`src/rtl/irqsw_pkg.sv`:
```
package irqsw_pkg;
  localparam int NPIRQ    = 4;
  localparam int PIN_W    = 2;
  localparam int ROUTE_W  = 8;
  localparam int OFF_BIT  = 7;
  localparam logic [ROUTE_W-1:0] ROUTE_A_RST     = 8'h80;
  localparam logic [ROUTE_W-1:0] ROUTE_OTHER_RST = 8'h00;

  typedef logic [PIN_W-1:0] grp_idx_t;

  // Rotation of a device pin by its slot: (pin + slot - 1) mod 4
  function automatic grp_idx_t rotate_pin(input int unsigned pin, input int unsigned slot);
    int unsigned sum;
    sum = pin + slot + NPIRQ - 1;
    return grp_idx_t'(sum % NPIRQ);
  endfunction
endpackage

```
`src/rtl/irqsw_rst_sync.sv`:
```
module irqsw_rst_sync (
  input  logic clk,
  input  logic arst_n,
  output logic srst_n
);
  logic [1:0] stage_q;
  logic [1:0] stage_d;

  always_comb stage_d = {stage_q[0], 1'b1};

  always_ff @(posedge clk or negedge arst_n) begin
    if (!arst_n) stage_q <= '0;
    else         stage_q <= stage_d;
  end

  assign srst_n = stage_q[1];
endmodule

```
`src/rtl/irqsw_level_store.sv`:
```
module irqsw_level_store
  import irqsw_pkg::*;
#(
  parameter int NDEV  = 64,
  parameter int IDX_W = 8
) (
  input  logic             clk,
  input  logic             rst_n,
  input  logic             upd_valid,
  input  logic [IDX_W-1:0] upd_idx,
  input  grp_idx_t         upd_grp,
  input  logic             upd_level,
  output logic [NPIRQ-1:0] grp_any
);
  localparam int DEV_W = (NDEV > 1) ? $clog2(NDEV) : 1;

  logic             in_range;
  logic [DEV_W-1:0] dev_sel;

  assign in_range = (int'(upd_idx) < NDEV);
  assign dev_sel  = DEV_W'(upd_idx);

  logic [NDEV-1:0] bits_q [NPIRQ];
  logic [NDEV-1:0] bits_d [NPIRQ];
  logic [NPIRQ-1:0] grp_en;

  for (genvar g = 0; g < NPIRQ; g++) begin : g_grp
    assign grp_en[g] = upd_valid && in_range && (upd_grp == grp_idx_t'(g));

    always_comb begin
      bits_d[g] = bits_q[g];
      if (grp_en[g]) bits_d[g][dev_sel] = upd_level;
    end

    always_ff @(posedge clk or negedge rst_n) begin
      if (!rst_n)         bits_q[g] <= '0;
      else if (grp_en[g]) bits_q[g] <= bits_d[g];
    end

    assign grp_any[g] = |bits_q[g];

    // out-of-range index leaves this group's bits untouched
    assert_oob_ignored_R4: assert property (@(posedge clk) disable iff (!rst_n)
      (upd_valid && (int'(upd_idx) >= NDEV)) |=> $stable(bits_q[g]));

    // an accepted update stores the level of that device
    assert_level_stored_R2: assert property (@(posedge clk) disable iff (!rst_n)
      (upd_valid && (int'(upd_idx) < NDEV) && (upd_grp == grp_idx_t'(g)))
        |=> (bits_q[g][$past(dev_sel)] == $past(upd_level)));

    // at most one device bit per group changes per cycle
    assert_single_bit_R3: assert property (@(posedge clk) disable iff (!rst_n)
      1'b1 |=> ($countones(bits_q[g] ^ $past(bits_q[g])) <= 1));
  end
endmodule

```
`src/rtl/irqsw_route_regs.sv`:
```
module irqsw_route_regs
  import irqsw_pkg::*;
(
  input  logic                            clk,
  input  logic                            rst_n,
  input  logic                            wr_en,
  input  grp_idx_t                        wr_sel,
  input  logic [ROUTE_W-1:0]              wr_data,
  output logic [NPIRQ-1:0][ROUTE_W-1:0]   route_q
);
  logic [NPIRQ-1:0][ROUTE_W-1:0] route_d;
  logic [NPIRQ-1:0]              reg_en;

  for (genvar g = 0; g < NPIRQ; g++) begin : g_reg
    localparam logic [ROUTE_W-1:0] RST_VAL = (g == 0) ? ROUTE_A_RST : ROUTE_OTHER_RST;

    assign reg_en[g] = wr_en && (wr_sel == grp_idx_t'(g));

    always_comb begin
      route_d[g] = route_q[g];
      if (reg_en[g]) route_d[g] = wr_data;
    end

    always_ff @(posedge clk or negedge rst_n) begin
      if (!rst_n)         route_q[g] <= RST_VAL;
      else if (reg_en[g]) route_q[g] <= route_d[g];
    end

    // a write to this group lands here
    assert_route_write_R5: assert property (@(posedge clk) disable iff (!rst_n)
      (wr_en && (wr_sel == grp_idx_t'(g))) |=> (route_q[g] == $past(wr_data)));

    // writes to other groups leave this one alone
    assert_route_hold_R5: assert property (@(posedge clk) disable iff (!rst_n)
      !(wr_en && (wr_sel == grp_idx_t'(g))) |=> $stable(route_q[g]));
  end
endmodule

```
`src/rtl/irqsw_line_merge.sv`:
```
module irqsw_line_merge
  import irqsw_pkg::*;
#(
  parameter int NLINES = 16
) (
  input  logic [NPIRQ-1:0]              grp_any,
  input  logic [NPIRQ-1:0][ROUTE_W-1:0] route,
  output logic [NLINES-1:0]             line_lvl
);
  localparam int NUM_W = ROUTE_W - 1;

  logic [NPIRQ-1:0] grp_live;

  for (genvar p = 0; p < NPIRQ; p++) begin : g_live
    assign grp_live[p] = grp_any[p] && !route[p][OFF_BIT];
  end

  for (genvar l = 0; l < NLINES; l++) begin : g_line
    always_comb begin
      line_lvl[l] = 1'b0;
      for (int p = 0; p < NPIRQ; p++) begin
        if (grp_live[p] && (route[p][NUM_W-1:0] == NUM_W'(l))) line_lvl[l] = 1'b1;
      end
    end
  end
endmodule

```
`src/rtl/irq_swizzle_router.sv`:
```
module irq_swizzle_router
  import irqsw_pkg::*;
#(
  parameter int NDEV   = 64,
  parameter int IDX_W  = 8,
  parameter int SLOT_W = 5,
  parameter int NLINES = 16
) (
  input  logic              clk,
  input  logic              rst_n,
  input  logic              lvl_valid,
  input  logic [IDX_W-1:0]  lvl_dev,
  input  logic [SLOT_W-1:0] lvl_slot,
  input  logic [1:0]        lvl_pin,
  input  logic              lvl_level,
  input  logic              rt_we,
  input  logic [1:0]        rt_sel,
  input  logic [7:0]        rt_wdata,
  output logic [3:0]        pirq_active,
  output logic [NLINES-1:0] ctl_line
);
  localparam int LINE_W = (NLINES > 1) ? $clog2(NLINES) : 1;

  logic                          srst_n;
  grp_idx_t                      upd_grp;
  logic [NPIRQ-1:0]              grp_any;
  logic [NPIRQ-1:0][ROUTE_W-1:0] route_q;

  irqsw_rst_sync u_rst (
    .clk    (clk),
    .arst_n (rst_n),
    .srst_n (srst_n)
  );

  assign upd_grp = rotate_pin(int'(lvl_pin), int'(lvl_slot));

  irqsw_level_store #(.NDEV(NDEV), .IDX_W(IDX_W)) u_lvl (
    .clk       (clk),
    .rst_n     (srst_n),
    .upd_valid (lvl_valid),
    .upd_idx   (lvl_dev),
    .upd_grp   (upd_grp),
    .upd_level (lvl_level),
    .grp_any   (grp_any)
  );

  irqsw_route_regs u_rt (
    .clk     (clk),
    .rst_n   (srst_n),
    .wr_en   (rt_we),
    .wr_sel  (rt_sel),
    .wr_data (rt_wdata),
    .route_q (route_q)
  );

  irqsw_line_merge #(.NLINES(NLINES)) u_merge (
    .grp_any  (grp_any),
    .route    (route_q),
    .line_lvl (ctl_line)
  );

  assign pirq_active = grp_any;

  // any raised line has at least one active group behind it
  assert_line_has_source_R8: assert property (@(posedge clk) disable iff (!srst_n)
    (|ctl_line) |-> (|grp_any));

  for (genvar g = 0; g < NPIRQ; g++) begin : g_chk
    // an active, enabled, in-range group raises its line
    assert_group_drives_line_R8: assert property (@(posedge clk) disable iff (!srst_n)
      (grp_any[g] && !route_q[g][OFF_BIT] && (int'(route_q[g][ROUTE_W-2:0]) < NLINES))
        |-> ctl_line[route_q[g][LINE_W-1:0]]);
  end
endmodule

```
`config.mk`:
```
export PLATFORM = sky130hd
export DESIGN_NAME = irq_swizzle_router
export DESIGN_NICKNAME = d
export VERILOG_FILES = /design/src/rtl/irqsw_pkg.sv /design/src/rtl/irqsw_rst_sync.sv /design/src/rtl/irqsw_level_store.sv /design/src/rtl/irqsw_route_regs.sv /design/src/rtl/irqsw_line_merge.sv /design/src/rtl/irq_swizzle_router.sv
export SDC_FILE = /design/constraint.sdc
export NUM_CORES = 1
export LEC_CHECK = 0
export ABC_AREA = 1
export BUFFER_PORTS_ARGS = -buffer_cell sky130_fd_sc_hd__buf_2
export CORE_UTILIZATION = 55
export CTS_CLUSTER_DIAMETER = 60
export DETAILED_ROUTE_END_ITERATION = 10
export PLACE_DENSITY_LB_ADDON = 0.08
export REMOVE_ABC_BUFFERS = 1
export SETUP_SLACK_MARGIN = 0.4
export SLEW_MARGIN = 20
export SYNTH_ARGS = -nofsm -noshare
export SYNTH_HDL_FRONTEND = slang
export SYNTH_SLANG_ARGS = --single-unit
```
`constraint.sdc`:
```
create_clock -name clk -period 19.1 [get_ports clk]
set_input_delay 3.82 -clock clk [delete_from_list [all_inputs] [get_ports clk]]
set_output_delay 3.82 -clock clk [all_outputs]
set_load 0.1 [all_outputs]
```
==> flow_summary.json <==
{
  "fmax_mhz": 149,
  "post_cts_buffers": 0,
  "cts_resized": 0,
  "finalNonFillerCells": 2198,
  "fin_crit_sh_pct": 35.2,
  "grt_pass1_vias": 10800,
  "die_w_um": 160,
  "top_level_ports": 50,
  "synth_simple_gate_area_share_pct": 31.8,
  "postPlaceCellArea_um2": 14100,
  "area.growth.synth_to_final_pct": 10.1,
  "crit_type": "reg2out",
  "clock-sinks": 290,
  "status": "completed",
  "worst_slew_pin_slew_ps": 1020,
  "hpwlAfterDp_um": 20700,
  "ys_async_sr_fraction_pct": 100,
  "grt_pass1_wl_um": 54500,
  "required_ps": 15280,
  "path_max_fanout": 6,
  "drc": 0,
  "syn_avg_cell_area_um2": 7.50,
  "cellPowerDensity_nw_per_um2": 96.4,
  "ys_ff_latch": 290,
  "numCtsBuffers": 31,
  "cts.clk_slew.worst_paths_ps": 60,
  "synth_warnings": 0,
  "fin_setup_tns_ps": 0,
  "io_buffers": 46,
  "grt_usage_pct": 26.2,
  "relSlewSlack_pct": 31.7,
  "hold_viol": 0,
  "wirelength_um": 32700,
  "cp.arrival_ps": 2900,
  "synth_xor_xnor_area_share_pct": 0.128,
  "drive_gt1_share_pct": 5.98,
  "num_rows": 57,
  "die-area_um2": 25600,
  "routed-via-count": 11800,
  "drtIter0Drc": 1204,
  "place_inst": 2142,
  "setup-violations-final": 0,
  "synthMuxAreaShare_pct": 0,
  "tritoncts": "built",
  "netlist_area_um2": 13700,
  "insertion_delay_ps": 590,
  "synth_cell_types": 21,
  "peakVddDrop_mv": 0.0795,
  "clock-skew-final_ps": 41.2,
  "num-fill-cells": 2220,
  "initial_core_util_pct": 56.3,
  "synth_compound_area_share_pct": 10.5,
  "drv_slew": 0,
  "netlist_instances": 1830,
  "drt-pass1-iter-count": 5,
  "routabilityCongestion": 0.796,
  "ant_nets": 0,
  "h-tree-depth": 1,
  "crit_path_end_kind": "output pin",
  "ctsHoldBuffers": 0,
  "antenna_cells": 0,
  "min_period_ps": 6720,
  "coreArea_um2": 24400,
  "die_h_um": 160,
  "grt_max_degree": 189,
  "cap_viol_max_count": 0,
  "p_leak_nw": 7.04,
  "yosysSeqAreaShare_pct": 52.9,
  "cp-start-kind": "flip-flop",
  "rsz0062_at_grt": "false",
  "synthAdderAreaFrac_pct": 0.0912,
  "final_nets": 1882,
  "routed_via_density": 5.35,
  "cts_buffer_depth": 3,
  "wl_per_cell_um": 14.9,
  "hp-class": "reg2async",
  "antenna_found_initial": 0,
  "root_buffer": "clkbuf_16",
  "gr-total-overflow": 0,
  "stdcell_area_um2": 15100,
  "synth_flop_cell": "dfrtp_1",
  "synth_top_family_by_area": "simple AND/OR/NAND/NOR gates",
  "synth_edf_count": 0
}
cells in the final DEF (no fill, tap or decap), types with 16 or more instances in the layout:
master / count
o21ai_1: 143
nor3_1: 16
buf_2: 46
inv_1: 69
nand2_1: 701
clkbuf_16: 31
dfrtp_1: 288
nor2_1: 290
nand3_1: 98
o21ai_0: 145
power by group:
| part | switching [mW] | internal (mW) |
|---|---|---|
| clock network | 0.247 | 0.350 |
| registers | 0.0185 | 0.635 |
| logic | 0.169 | 0.0376 |
| total | 0.434 | 1.02 |
Yosys cell counts, types with 2 or more instances:
cell / instances / area (um2)
dfrtp_1: 289 / 7230
nor3_1: 16 / 80.1
buf_1: 2 / 7.51
o21ai_0: 145 / 726
nor2_1: 290 / 1090
buf_2: 12 / 60.1
clkbuf_1: 40 / 150
nor3_4: 4 / 65.1
buf_6: 12 / 135
o21ai_1: 143 / 716
nand2_1: 701 / 2630
nand3_1: 98 / 490
inv_1: 70 / 263
critical path: stages (launching register included):
cell	delay, ps
dfrtp_1	380
nor3_1	720
nand3_1	310
nor3_1	210
nand3_1	100
nand2_1	90
inv_1	40
nand2_1	60
buf_2	420
per-stage QoR:
| stage | hold WS, ps | setup slack (ps) | utilization [%] | power [mW] |
|---|---|---|---|---|
| final | 284 | 12380 | 61.9 | 1.46 |
| after global placement | 294 | 13120 | 57.8 | 0.865 |
| after CTS | 304 | 12480 | 61.9 | 1.47 |
| after global routing | 342 | 12240 | 61.9 | 1.51 |
| after detailed placement | 293 | 13080 | 57.8 | 0.869 |
| after floorplan | 331 | 10420 | - | 0.812 |
final timing paths:
path | start | to | slack (ps) | cells past startpoint
setup / recovery | u_rt.route_q[29] | ctl_line[12] | 12380 | 8
hold reg to reg | u_rst.stage_q[1] | u_lvl.bits_q[140] | 280 | 0
setup reg to reg | u_rst.stage_q[1] | u_lvl.bits_q[182] | 16720 | 2
max in group asynchronous | rst_n | u_rst.stage_q[1] | 15990 | 1
min in group clk | u_rst.stage_q[0] | u_rst.stage_q[1] | 350 | 0
hold / removal | u_rst.stage_q[1] | u_lvl.bits_q[140] | 280 | 0
area by class of cell:
class / instances / area (um2) / share of cell area (%)
flip-flops and latches: 290 / 7260 / 48.1
well taps: 324 / 405 / 2.68
repair buffers: 54 / 303 / 2.00
clock inverters: 12 / 134 / 0.886
multi-input cells: 1403 / 5840 / 38.7
clock buffers: 44 / 885 / 5.86
inverters: 71 / 272 / 1.80
logic make-up (layout without fill, tap and decap cells):
| logic type | Yosys count | in the layout |
|---|---|---|
| DFF | 290 | 290 |
| adders and majority gates | 1 | 1 |
| AOI/OAI and AO/OA | 288 | 288 |
| and+or+nand+nor | 1111 | 1111 |
| buffers and inverters | 137 | 181 |
| xor gates and xnor gates | 2 | 2 |
| other | 1 | 1 |
sequential cells by signal (all words and copies together), names as in the netlist:
register,cells
u_rt.route_q,32
u_rst.stage_q,2
u_lvl.bits_q,256
metal layers:
metal	global-route usage (%)	vias up	part of all wire (%)
met5	0	-	0
met4	6.62	0	2.3
met3	3.82	49	5.4
met2	39.6	290	44
met1	39.6	5517	48
li1	-	5900	-
Power figures use the tool's default switching activity.
